**config.mk**
```make
export PLATFORM = sky130hd
export DESIGN_NAME = dual_width_pwm
export DESIGN_NICKNAME = d
export VERILOG_FILES = /design/src/rtl/dual_width_pwm.sv
export SDC_FILE = /design/constraint.sdc
export NUM_CORES = 1
export LEC_CHECK = 0
export ABC_CLOCK_PERIOD_IN_PS = 2100
export CAP_MARGIN = 10
export CORE_UTILIZATION = 32
export DETAILED_ROUTE_END_ITERATION = 8
export DONT_BUFFER_PORTS = 1
export SYNTH_ARGS = -nofsm -noshare
export SYNTH_HDL_FRONTEND = slang
export SYNTH_SLANG_ARGS = --single-unit
```
**constraint.sdc**
```tcl
create_clock -name clk -period 2.1 [get_ports clk]
set_input_delay 0.21 -clock clk [delete_from_list [all_inputs] [get_ports clk]]
set_output_delay 0.21 -clock clk [all_outputs]
set_load 0.005 [all_outputs]
```
**src/rtl/dual_width_pwm.sv**
```systemverilog
module dual_width_pwm #(
  parameter int CNT_W  = 8,
  parameter int DATA_W = 8
) (
  input  logic             clk,
  input  logic             rst_n,
  input  logic             wr_en,
  input  logic [1:0]       wr_addr,
  input  logic [CNT_W-1:0] wr_data,
  input  logic             single_act_i,
  input  logic             start_i,
  output logic             pulse_o,
  output logic             done_o
);
  localparam int IDX_W = (DATA_W > 1) ? $clog2(DATA_W) : 1;
  localparam logic [IDX_W-1:0] LAST_IDX = IDX_W'(DATA_W - 1);
  localparam logic [CNT_W:0] ONE_X = (CNT_W+1)'(1);

  logic [CNT_W-1:0]  cmp_a_r, cmp_b_r, div_r;
  logic [DATA_W-1:0] data_r;

  logic [CNT_W-1:0]  cmp_a_s, cmp_b_s, div_s;
  logic              once_s;
  logic [DATA_W-1:0] shreg;
  logic [IDX_W-1:0]  idx;
  logic [CNT_W-1:0]  tcnt, pcnt;
  logic              lvl, fired, busy, done;

  wire [DATA_W-1:0] shreg_nx  = shreg << 1;
  wire [CNT_W-1:0]  cur_cmp   = shreg[DATA_W-1]    ? cmp_b_s : cmp_a_s;
  wire [CNT_W-1:0]  nxt_cmp   = shreg_nx[DATA_W-1] ? cmp_b_s : cmp_a_s;
  wire [CNT_W-1:0]  first_cmp = data_r[DATA_W-1]   ? cmp_b_r : cmp_a_r;
  wire period_end = (tcnt == div_s);
  wire last_bit   = (idx == LAST_IDX);
  wire hit        = ({1'b0, pcnt} + ONE_X) == {1'b0, cur_cmp};
  wire act        = hit && !(once_s && fired);

  assign pulse_o = lvl;
  assign done_o  = done;

  always_ff @(posedge clk or negedge rst_n) begin
    if (!rst_n) begin
      cmp_a_r <= '0;
      cmp_b_r <= '0;
      div_r   <= '0;
      data_r  <= '0;
    end else if (wr_en) begin
      case (wr_addr)
        2'd0: cmp_a_r <= wr_data;
        2'd1: cmp_b_r <= wr_data;
        2'd2: div_r   <= wr_data;
        default: data_r <= wr_data[DATA_W-1:0];
      endcase
    end
  end

  always_ff @(posedge clk or negedge rst_n) begin
    if (!rst_n) begin
      cmp_a_s <= '0;
      cmp_b_s <= '0;
      div_s   <= '0;
      once_s  <= 1'b0;
      shreg   <= '0;
      idx     <= '0;
      tcnt    <= '0;
      pcnt    <= '0;
      lvl     <= 1'b0;
      fired   <= 1'b0;
      busy    <= 1'b0;
      done    <= 1'b0;
    end else if (!busy) begin
      if (start_i) begin
        cmp_a_s <= cmp_a_r;
        cmp_b_s <= cmp_b_r;
        div_s   <= div_r;
        once_s  <= single_act_i;
        shreg   <= data_r;
        idx     <= '0;
        tcnt    <= '0;
        pcnt    <= '0;
        lvl     <= (first_cmp != '0);
        fired   <= 1'b0;
        busy    <= 1'b1;
        done    <= 1'b0;
      end
    end else if (period_end) begin
      tcnt  <= '0;
      pcnt  <= '0;
      fired <= 1'b0;
      if (last_bit) begin
        busy <= 1'b0;
        done <= 1'b1;
        lvl  <= 1'b0;
      end else begin
        shreg <= shreg_nx;
        idx   <= idx + 1'b1;
        lvl   <= (nxt_cmp != '0);
      end
    end else begin
      tcnt <= tcnt + 1'b1;
      pcnt <= hit ? '0 : pcnt + 1'b1;
      if (hit) fired <= 1'b1;
      if (act) lvl <= ~lvl;
    end
  end


  idle_low_chk: assert property (@(posedge clk) disable iff (!rst_n)
    !busy |-> !pulse_o);


  done_busy_excl_chk: assert property (@(posedge clk) disable iff (!rst_n)
    !(done_o && busy));


  zero_cmp_chk: assert property (@(posedge clk) disable iff (!rst_n)
    (busy && cur_cmp == '0) |-> !pulse_o);


  tcnt_range_chk: assert property (@(posedge clk) disable iff (!rst_n)
    busy |-> (tcnt <= div_s));


  single_hold_chk: assert property (@(posedge clk) disable iff (!rst_n)
    (busy && once_s && !pulse_o && !period_end) |=> !pulse_o);


  shadow_stable_chk: assert property (@(posedge clk) disable iff (!rst_n)
    busy |=> ($stable(div_s) && $stable(cmp_a_s) && $stable(cmp_b_s) && $stable(once_s)));
endmodule

```
==> results.txt, run 1 <==
- The floorplan step set the die width to 116 µm.
- Multi-input gate area: 1950 µm²
* Synth Warn #: 0
- Period minus WS final: 2110 ps
- For the worst setup path, the data arrival time is 2340 ps.
- Counting flops and latches in the post-synthesis netlist gives 88.
- Post-detailed-route via-to-cell ratio: 4.96
* Initial antenna violation count: 0
- Unrepaired setup endpoints after global routing: yes
- The number of global-route vias before repair came to 2,723.
- Final number of setup-violating endpoints: 2
- After detailed routing, the average wire length per cell comes to 16.0 µm.
* Floorplan die area: 13,400 µm²
- Detailed Place HPWL: 5940 µm
- The synthesized design contains 0 enable-type register cells.
* Clock tree from TritonCTS: built
- Area after DPL: 4400 µm²
- VDD sags by at most 0.605 mV.
- Port buffer count: 0
- Measured on the finished design, the core utilization comes to 0.382.
* Row Count: 41
- First-pass iteration count of the detailed router: 4
* Post-placement worst setup slack: -43.7 ps
- Path depth of the worst reg2reg path: 7
- In the routed design, unresolved DRC markers number 0.
* Type of the worst setup path: reg2reg
- Period utilisation layout: 1.00
- The number of clock buffers added by TritonCTS is 9.
- FFs w/ async S/R, synth: 1.00
- Floorplan core area: 12,600 µm²
- The tool flagged a number of max-cap violations equal to 0.
* Area Overhead vs Synth: 16.1%
- The H-tree generated during clock tree synthesis spans 3 levels.
- After routing, the total negative slack on setup checks comes to -12.4 ps.
* Reg area: 2200 µm²
- Root Buffer: sky130_fd_sc_hd__clkbuf_16
- The worst hold path belongs to the class in2async.
- Cell area after technology mapping: 4160 µm²
* Clock Latency Late Sink: 340 ps
- The finished cells cover 4830 µm².
- # fillers: 1,240
- In the synthesized netlist the dominant register cell turns out to be sky130_fd_sc_hd__dfrtp_1.
- Timing would allow up to 475 MHz.
* Via count of the routed design: 2,658
- 17 I/O pins were placed.
- The floorplan step set the die height to 116 µm.
* DRC marker count from the first detailed-route iteration: 159
- For this run, the total global-route usage over all layers was measured as 0.140.
- Of the cells placed in the final design, the portion with a size suffix greater than 1 is 0.330.
- Post-Syn Nets: 359
* Placer congestion estimate: 0.814
- Avg Synthesized Cell Area: 12.2 µm²
- The first global-routing pass estimated 14,300 µm of wire.
* Violations in the final reports: negative hold slack, negative setup slack
* Required time at the worst-slack endpoint: 2330 ps
* Slew at the pin closest to its max-slew limit: 698 ps
* Library cells used by synthesis: 45
- The total overflow left after global routing is 0.
* Pin count of the biggest net entering global routing: 89
- After the last flow step, the layout net total stands at 378.
* Antenna diode instance count: 0
- Starting Density: 0.329
- Summed over all layers, the routed wires come to 8580 µm.
- Final-report max-slew violation count: 0
* Leakage component of the power: 2.11 nW
- Max transition margin: 0.532
- Post-route ant nets: 0
* Number of sinks on the clock net: 88
- Number of hold violations in the final report: 88
- Portion of the post-synthesis area used by sequential elements: 0.530
- Largest fanout on the critical path: 6
* Critical path launch point type: register
- Final setup slack of the worst path: -6.95 ps
* Areal power density over the cells: 1320 nW/µm²
* Setup skew after layout: 9.24 ps
* Maximum buffer depth of the clock tree: 2
- Synthesis produced 340 cells.
- Reg clk slew, reported paths: 70 ps
* Kind of capture point of the worst setup path: register
* Worst slack on hold paths: -438 ps
- The run finished, with violations left.
[final cells by class]
type                            instances  area share
Multi-Input combinational cell        237       0.404
Timing Repair Buffer                   19      0.0303
Inverter                                4     0.00311
Tap cell                              172      0.0446
Clock inverter                          7      0.0148
Sequential cell                        88       0.457
Clock buffer                            9      0.0467
[power breakdown]
group | leakage [nW] | switching, mW | internal (mW)
Sequential | 1.10 | 0.463 | 2.21
Clock | 0.139 | 0.743 | 0.838
Combinational | 0.873 | 0.968 | 1.15
Total | 2.11 | 2.17 | 4.20
[final timing paths]
path                             from          to  slack, ps
hold reg to reg              shreg[0]    shreg[0]        480
setup reg to reg              pcnt[0]     pcnt[3]         -7
max in group asynchronous       rst_n     pcnt[0]       2390
setup / recovery              pcnt[0]     pcnt[3]         -7
min in group clk           wr_data[3]  cmp_b_r[3]         10
hold / removal                  rst_n     pcnt[2]       -440
[flip-flops by register name (all words and copies together), names as in the netlist]
| register | flops |
|---|---|
| pulse_o | 1 |
| done_o | 1 |
| cmp_a_s | 8 |
| pcnt | 8 |
| div_r | 8 |
| shreg | 8 |
| busy | 1 |
| cmp_b_s | 8 |
| once_s | 1 |
| fired | 1 |
| cmp_a_r | 8 |
| cmp_b_r | 8 |
| div_s | 8 |
| data_r | 8 |
| tcnt | 8 |
| idx | 3 |
[cell families (layout without fill, tap and decap cells)]
group,count (synthesis),in the layout,synth area share
DFF,88,88,0.530
and+or+nand+nor,88,88,0.113
muxes,76,76,0.202
AOI/OAI and AO/OA,50,51,0.0816
xor gates and xnor gates,18,18,0.0379
buffers and inverters,16,39,0.0235
adders and majority gates,4,4,0.0120
[cell usage after synthesis, types with 2 or more instances]
cell	number	area [µm²]
sky130_fd_sc_hd__a21o_1	2	15.0
sky130_fd_sc_hd__a21oi_1	7	35.0
sky130_fd_sc_hd__a22o_1	5	43.8
sky130_fd_sc_hd__a22o_2	2	20.0
sky130_fd_sc_hd__a31oi_1	2	12.5
sky130_fd_sc_hd__and3_1	6	37.5
sky130_fd_sc_hd__and4_1	2	17.5
sky130_fd_sc_hd__buf_6	3	33.8
sky130_fd_sc_hd__clkbuf_1	6	22.5
sky130_fd_sc_hd__dfrtp_1	88	2200
sky130_fd_sc_hd__ha_1	4	50.1
sky130_fd_sc_hd__inv_1	4	15.0
sky130_fd_sc_hd__mux2_2	58	653
sky130_fd_sc_hd__mux2i_1	17	170
sky130_fd_sc_hd__nand2_1	28	105
sky130_fd_sc_hd__nand2b_1	3	18.8
sky130_fd_sc_hd__nand3_1	10	50.1
sky130_fd_sc_hd__nand3b_1	4	30.0
sky130_fd_sc_hd__nand4_1	3	18.8
sky130_fd_sc_hd__nand4b_1	2	17.5
sky130_fd_sc_hd__nor2_1	14	52.6
sky130_fd_sc_hd__nor3_1	4	20.0
sky130_fd_sc_hd__nor4_1	5	31.3
sky130_fd_sc_hd__o21ai_0	21	105
sky130_fd_sc_hd__o31ai_1	4	30.0
sky130_fd_sc_hd__xnor2_1	10	87.6
sky130_fd_sc_hd__xor2_1	8	70.1
[worst max-delay path, cell delays in order (launching register included)]
cell and delay [ps]:
sky130_fd_sc_hd__dfrtp_2 440, sky130_fd_sc_hd__and3_2 250, sky130_fd_sc_hd__xnor2_2 210, sky130_fd_sc_hd__mux2_4 330, sky130_fd_sc_hd__o21ai_4 210, sky130_fd_sc_hd__a31oi_4 160, sky130_fd_sc_hd__a21o_1 180, sky130_fd_sc_hd__a22o_2 200
[per-stage QoR]
step	power [mW]	instances
detailed placement	4.54	515
floorplan	4.09	340
global route	6.79	536
CTS	6.25	534
finish	6.37	536
global placement	4.46	515
[what timing repair did]
item / 4_1_cts / 5_1_grt
buffers inserted: 2 / 2
resized for setup: 5 / 13
hold endpoints to repair: 88 / 88
endpoints found under the setup margin: 5 / 26
gates cloned: 1 / 0
pin swaps: 2 / 10
[routing by layer]
metal | GRT usage | up-vias | part of all wire
li1 | - | 1276 | -
met1 | 0.194 | 1336 | 0.50
met2 | 0.217 | 37 | 0.45
met3 | 0.0361 | 9 | 0.039
met4 | 0.0402 | 0 | 0.011
met5 | 0 | - | 0
[placed cells by master, fill, tap and decap left out, types with 3 or more instances in the layout]
cell type / n
sky130_fd_sc_hd__nor3_1: 4
sky130_fd_sc_hd__nand3b_1: 4
sky130_fd_sc_hd__buf_4: 18
sky130_fd_sc_hd__nand2_1: 27
sky130_fd_sc_hd__clkbuf_16: 9
sky130_fd_sc_hd__a22o_1: 4
sky130_fd_sc_hd__nand3_1: 10
sky130_fd_sc_hd__nor4_1: 4
sky130_fd_sc_hd__xor2_1: 8
sky130_fd_sc_hd__dfrtp_1: 86
sky130_fd_sc_hd__mux2_2: 58
sky130_fd_sc_hd__nand4_1: 3
sky130_fd_sc_hd__nand2b_1: 3
sky130_fd_sc_hd__a22o_2: 3
sky130_fd_sc_hd__xnor2_1: 8
sky130_fd_sc_hd__ha_1: 3
sky130_fd_sc_hd__o21ai_0: 21
sky130_fd_sc_hd__and3_1: 6
sky130_fd_sc_hd__a21oi_1: 5
sky130_fd_sc_hd__mux2i_1: 14
sky130_fd_sc_hd__o31ai_1: 4
sky130_fd_sc_hd__inv_1: 4
sky130_fd_sc_hd__nor2_1: 13
Note: power is estimated with default switching activity, not from simulation.
==> run 2, diff against run 1 <==
CORE_UTILIZATION = 57   (was 32)
PLACE_DENSITY = 0.75   (was not set)
TNS_END_PERCENT = 100   (was not set)
==> run 2 against run 1 <==
The run still ends with negative hold slack, negative setup slack left. Final cell count fell by 12%. Global-route usage rose by 10 points. Sequential power barely moved. Setup slack improved by 4.3 ps. Clock-buffer cell count rose by 2. Sequential share of layout area rose by 0.65 points. Non-clock buffer count rose by 13. Critical path depth rose by 2. Design area fell by 1.4%.
==> results.txt, run 2 (synthesis gave the netlist of run 1 again) <==
* Num CTS Buffers: 9 (unchanged)
- The class of the most critical hold timing path was in2async (unchanged).
- Unrepaired setup endpoints after global routing: yes (unchanged)
* Status: finished, violations left (unchanged)
- Number of hold violations in the final report: 88 (unchanged)
- The total global routing track utilization was 0.240 (was 0.140).
* Maxcap violations: 0 (unchanged)
- # placed instances: 436 (was 515)
* Detailed Place HPWL: 5760 µm (was 5940 µm)
* Final setup slack of the worst path: -2.66 ps (was -6.95 ps)
* Number of I/O pins: 17 (unchanged)
- Max transition margin: 0.543 (was 0.532)
* Critical path launch point type: register (unchanged)
* Global-route wire length before repair: 13,700 µm (was 14,300 µm)
- Pin count of the biggest net entering global routing: 89 (unchanged)
- The detailed-route DRC error count is 0 (unchanged).
- The level count of the clock H-tree is 3 (unchanged).
- Peak per-stage delay on the critical path: 450 ps (was 440 ps)
- The fraction of final layout cells sized beyond drive strength 1 was 0.316 (was 0.330).
* Post-detailed-route via-to-cell ratio: 5.81 (was 4.96)
* Type of the worst setup path: reg2reg (unchanged)
- Starting Density: 0.602 (was 0.329)
* Horizontal die dimension: 87.4 µm (was 116 µm)
- The routed length per placed instance was 17.9 µm (was 16.0 µm).
- Violations in the final reports: negative hold slack, negative setup slack (unchanged).
- Number of global-route vias before repair: 2,726 (was 2,723)
- Final cell count without fillers: 472 (was 536)
* Post-route ant nets: 0 (unchanged)
- DRC marker count from the first detailed-route iteration: 82 (was 159)
- The routability-driven placement congestion ratio came to 0.841 (was 0.814).
- Slowest cell on the critical path: sky130_fd_sc_hd__dfrtp_2 (unchanged)
- The die outline area is 7640 µm² (was 13,400 µm²).
- The initial antenna violation count came to 0 (unchanged).
* Achievable clock frequency: 476 MHz (was 475 MHz)
- The clock insertion delay at the later pin of the skew report was 350 ps (was 340 ps).
- The area of the placeable core is 6910 µm² (was 12,600 µm²).
* Clock tree from TritonCTS: built (unchanged)
- The antenna diode instance count came to 0 (unchanged).
- Maximum vdd drop: 0.762 mV (was 0.605 mV)
* Setup skew after layout: 9.64 ps (was 9.24 ps)
* Commonest non-fill, non-tap cells in the layout: 86 x sky130_fd_sc_hd__dfrtp_1, 58 x sky130_fd_sc_hd__mux2_2, 27 x sky130_fd_sc_hd__nand2_1, 21 x sky130_fd_sc_hd__o21ai_0 (was 86 x sky130_fd_sc_hd__dfrtp_1, 58 x sky130_fd_sc_hd__mux2_2, 27 x sky130_fd_sc_hd__nand2_1, 21 x sky130_fd_sc_hd__o21ai_0, 18 x sky130_fd_sc_hd__buf_4)
- Number of sinks on the clock net: 88 (unchanged)
- The arrival time of data at the critical path endpoint was 2350 ps (was 2340 ps).
- The floorplan die height was 87.4 µm (was 116 µm).
- The most frequent standard cell in the layout excluding fill and tap cells is sky130_fd_sc_hd__dfrtp_1 (unchanged).
- Global route overflow: 0 (unchanged)
* Kind of capture point of the worst setup path: register (unchanged)
- Required time at the worst-slack endpoint: 2340 ps (was 2330 ps)
- The number of buffers between clock root and the deepest sink is 2 (unchanged).
- The aggregate routed wire length came to 8460 µm (was 8580 µm).
- The total power divided by cell area is 1240 nW/µm² (was 1320 nW/µm²).
* Slew at the pin closest to its max-slew limit: 682 ps (was 698 ps)
- Worst slack on hold paths: -454 ps (was -438 ps)
- Final number of setup-violating endpoints: 1 (was 2)
- Ordered list of cells on the worst path: buf_6 > mux2i_2 > xnor2_1 > nand2_1 > nor4_4 > buf_4 > and3_4 > o31ai_1 > a22o_1 (was and3_2 > xnor2_2 > mux2_4 > o21ai_4 > a31oi_4 > a21o_1 > a22o_2).
* Period utilisation layout: 1.00 (about the same)
* Largest fanout on the critical path: 5 (was 6)
- The number of rows created at floorplan came to 30 (was 41).
* First-pass iteration count of the detailed router: 4 (unchanged)
- Via count of the routed design: 2,744 (was 2,658)
* Final-report max-slew violation count: 0 (unchanged)
- The leakage dissipation came to 2.11 nW (about the same).
- The library cell used as clock root buffer is sky130_fd_sc_hd__clkbuf_8 (was sky130_fd_sc_hd__clkbuf_16).
- Layout Nets: 390 (was 378)
* Period minus WS final: 2100 ps (was 2110 ps)
* Port buffer count: 0 (unchanged)
* Area Overhead vs Synth: 14.5% (was 16.1%)
- Reg clk slew, reported paths: 90 ps (was 70 ps)
run 2: stage by stage:
stage | util | power (mW) | setup WS, ps | instance area [µm²] | setup TNS, ps
2_1_floorplan | - | 4.09 | 107 | 4160 | 0
3_3_place_gp | 0.621 | 4.38 | 15.2 | 4290 | 0
3_5_place_dp | 0.621 | 4.50 | -75.6 | 4290 | -108
4_1_cts | 0.669 | 5.71 | -26.8 | 4620 | -66.6
5_1_grt | 0.689 | 6.27 | -81.9 | 4760 | -380
6_report | 0.689 | 5.88 | -2.66 | 4760 | -2.66
run 2: path summary, 6_finish.rpt:
| kind | from | endpoint | slack (ps) | cells after the start |
|---|---|---|---|---|
| setup / recovery | shreg[7] | pcnt[6] | -3 | 9 |
| hold / removal | rst_n | div_r[0] | -450 | 0 |
| setup reg to reg | shreg[7] | pcnt[6] | -3 | 9 |
| hold reg to reg | idx[2] | idx[2] | 490 | 2 |
| max in group asynchronous | rst_n | cmp_a_r[3] | 2440 | 0 |
| min in group clk | wr_data[1] | cmp_a_r[1] | 20 | 1 |
run 2: power by group:
part           total, mW  internal, mW  switching (mW)
Clock               1.08         0.471           0.604
Combinational       2.10          1.18           0.920
Sequential          2.70          2.21           0.489
run 2: layer usage:
layer | GRT usage | share of wire
met5 | 0 | 0
met4 | 0.0820 | 0.015
met3 | 0.0512 | 0.042
met2 | 0.379 | 0.48
met1 | 0.332 | 0.46
run 2: area by class of cell:
class                           count  area, µm²
Multi-Input combinational cell    236       1940
Timing Repair Buffer               32        299
Fill cell                         541       2150
Clock inverter                      5       41.3
Sequential cell                    88       2200
Tap cell                           96        120
Inverter                            4       15.0
Clock buffer                       11        141
run 2: repair_timing:
action | in CTS | in global routing
gates resized for setup | 3 | 18
setup buffers | 3 | 3
endpoints found under the setup margin | 2 | 25
pin swaps | 2 | 6
hold buffers | 10 | 4
hold endpoints to repair | 114 | 93
run 2: critical path: cells and delay by family (launching register included):
family          cells  cell delay [ps]
mux                 1              170
simple gates        3              680
xor+xnor            1              130
flops               1              450
buf+inv             2              320
compound gates      2              250
==> run 3, diff against run 2 <==
SKIP_CTS_REPAIR_TIMING = 1   (was not set)
==> run 3 against run 2 <==
The run still ends with negative hold slack, negative setup slack left. Sequential share of layout area grew 0.52 points. Wire length shrank 0.97%. Die area is the same. Worst hold slack gained 3.0 ps. Largest cell class unchanged. Highest routed layer unchanged.
==> results.txt, run 3 (synthesis gave the netlist of run 1 again) <==
* Worst slack on hold paths: -451 ps (was -454 ps)
- Proportion of power drawn by the clock network: 0.183 (about the same)
- Maxcap violations: 0 (unchanged)
- First-pass iteration count of the detailed router: 5 (was 4)
* Ordered list of cells on the worst path: buf_4 > mux2i_4 > xnor2_2 > mux2_4 > o21ai_4 > a31oi_4 > buf_6 > mux2_2 (was buf_6 > mux2i_2 > xnor2_1 > nand2_1 > nor4_4 > buf_4 > and3_4 > o31ai_1 > a22o_1)
- Violations in the final reports: negative hold slack, negative setup slack (unchanged).
* Post-detailed-route via-to-cell ratio: 5.79 (was 5.81)
- Type of the worst setup path: reg2reg (unchanged)
- The final critical-path setup slack came to -62.2 ps (was -2.66 ps).
- DRC violation count after routing: 0 (unchanged)
* DRC marker count from the first detailed-route iteration: 80 (was 82)
- Routed wire length: 8380 µm (was 8460 µm)
* Fraction of final layout cells sized beyond drive strength 1: 0.309 (was 0.316)
- The leakage dissipation is 2.09 nW (was 2.11 nW).
- The fraction of power spent switching nets was 0.342 (about the same).
* Average wire length per cell after detail routing: 17.9 µm (about the same)
- Post-placement worst setup slack: -75.6 ps (unchanged)
- The number of antenna-violating nets in the routed design is 0 (unchanged).
* Layout Nets: 386 (was 390)
- Number of sinks on the clock net: 88 (unchanged)
- Maximum buffer depth of the clock tree: 2 (unchanged)
- Global-route wire length before repair: 13,500 µm (was 13,700 µm)
- Setup skew after layout: 11.2 ps (was 9.64 ps)
* # placed instances: 436 (unchanged)
* P_sw: 2.01 mW (about the same)
- Horizontal die dimension: 87.4 µm (unchanged)
- Achievable clock frequency: 462 MHz (was 476 MHz)
* Die height: 87.4 µm (unchanged)
- Max transition margin: 0.532 (was 0.543)
* Floorplan die area: 7640 µm² (unchanged)
* Number of buffer and inverter stages on the critical path: 2 (unchanged)
- Reg clk slew, reported paths: 90 ps (about the same)
- The library cell used as clock root buffer is sky130_fd_sc_hd__clkbuf_8 (unchanged).
- The family with the most delay on the worst path is multiplexers (was simple AND/OR/NAND/NOR gates).
- The TritonCTS buffer count came to 9 (unchanged).
- Antenna diode instance count: 0 (unchanged)
- The count of input and output buffers is 0 (unchanged).
- Floorplan core area: 6910 µm² (unchanged)
* Total GRT Usage: 0.237 (was 0.240)
- The arrival time of data at the critical path endpoint is 2400 ps (was 2350 ps).
- The number of top-level pins is 17 (unchanged).
- Kind of capture point of the worst setup path: register (unchanged)
- Global route overflow: 0 (unchanged)
* Status: finished, violations left (unchanged)
- Clock Latency Late Sink: 350 ps (about the same)
- Unrepaired setup endpoints after global routing: yes (unchanged).
- Core Util, Final: 0.681 (was 0.689)
- The summed negative setup slack over all endpoints is -241 ps (was -2.66 ps).
- The transition time of the tightest slew-check pin was 699 ps (was 682 ps).
- Number of hold violations in the final report: 88 (unchanged)
* Via count of the routed design: 2,710 (was 2,744)
- Peak per-stage delay on the critical path: 430 ps (was 450 ps)
- Pin count of the biggest net entering global routing: 89 (unchanged)
- The category of the worst setup path launch point is a register (unchanged).
- The class of the most critical hold timing path is in2async (unchanged).
* Final-report max-slew violation count: 0 (unchanged)
* Period minus WS final: 2160 ps (was 2100 ps)
- Starting Density: 0.602 (unchanged)
* Number of global-route vias before repair: 2,663 (was 2,726)
* Maximum vdd drop: 0.664 mV (was 0.762 mV)
- The worst-path maximum fanout is 7 (was 5).
* Slowest cell on the critical path: sky130_fd_sc_hd__dfrtp_1 (was sky130_fd_sc_hd__dfrtp_2)
* Row Count: 30 (unchanged)
- The internal power is 3.87 mW (about the same).
- Required time at the worst-slack endpoint: 2330 ps (was 2340 ps)
- Detailed Place HPWL: 5760 µm (unchanged)
* Sequential group share of total power: 0.458 (was 0.459)
- The period utilization is 1.03 (was 1.00).
- Final cell count without fillers: 468 (was 472)
- Most frequent standard cell in the layout excluding fill and tap cells: sky130_fd_sc_hd__dfrtp_1 (unchanged)
- Areal power density over the cells: 1250 nW/µm² (was 1240 nW/µm²)
- Final number of setup-violating endpoints: 7 (was 1)
- Placer congestion estimate: 0.841 (unchanged)
- The proportion of power drawn by combinational gates was 0.359 (was 0.358).
* Commonest non-fill, non-tap cells in the layout: 87 x sky130_fd_sc_hd__dfrtp_1, 58 x sky130_fd_sc_hd__mux2_2, 28 x sky130_fd_sc_hd__nand2_1, 21 x sky130_fd_sc_hd__o21ai_0, 15 x sky130_fd_sc_hd__buf_4 (was 86 x sky130_fd_sc_hd__dfrtp_1, 58 x sky130_fd_sc_hd__mux2_2, 27 x sky130_fd_sc_hd__nand2_1, 21 x sky130_fd_sc_hd__o21ai_0)
- CTS HTree Levels: 3 (unchanged)
- The CTS tree is built (unchanged).
- Register-to-Register Setup Slack: -60 ps (was -3 ps)
- The post-synthesis to final-layout area growth was 13.2% (was 14.5%).
- The initial antenna violation count was 0 (unchanged).
## run 3: layout make-up
type	count	area, µm²
inverter	4	15.0
tap	96	120
sequential	88	2200
multi-input combinational	236	1930
clock inverter	5	41.3
timing repair buffer	28	256
clock buffer	11	141
fill	539	2200
## run 3: worst paths after layout
path | from | end | cells after the start
max in group asynchronous | rst_n | cmp_a_s[1] | 0
min reg2reg | idx[2] | idx[2] | 2
max reg2reg | shreg[7] | pcnt[0] | 8
min | rst_n | tcnt[2] | 0
min in group clk | wr_data[7] | data_r[7] | 1
max | shreg[7] | pcnt[0] | 8
## run 3: routing by layer
metal / GRT usage / routed length (µm) / vias up
met5: 0 / 0 / -
met4: 0.0820 / 108 / 0
met3: 0.0550 / 280 / 10
met2: 0.366 / 4070 / 40
met1: 0.329 / 3920 / 1380
li1: - / - / 1280
## run 3: stage by stage
stage               total power [mW]  cell area (µm²)
floorplan                       4.09             4160
global placement                4.38             4290
detailed placement              4.50             4290
CTS                             5.58             4470
global route                    6.26             4700
finish                          5.88             4700
## run 3: power by group through the flow
stage / registers (mW) / clock network, mW / logic (mW)
floorplan: 2.52 / 0 / 1.56
global placement: 2.65 / 0 / 1.73
detailed placement: 2.69 / 0 / 1.81
CTS: 2.66 / 1.10 / 1.82
global route: 2.76 / 1.19 / 2.31
finish: 2.69 / 1.07 / 2.11
## run 3: worst register-to-register path: stages (launching register included)
cell                      delay [ps]
sky130_fd_sc_hd__dfrtp_1         430
sky130_fd_sc_hd__buf_4           160
sky130_fd_sc_hd__mux2i_4         190
sky130_fd_sc_hd__xnor2_2         220
sky130_fd_sc_hd__mux2_4          340
sky130_fd_sc_hd__o21ai_4         160
sky130_fd_sc_hd__a31oi_4         150
sky130_fd_sc_hd__buf_6           160
sky130_fd_sc_hd__mux2_2          250
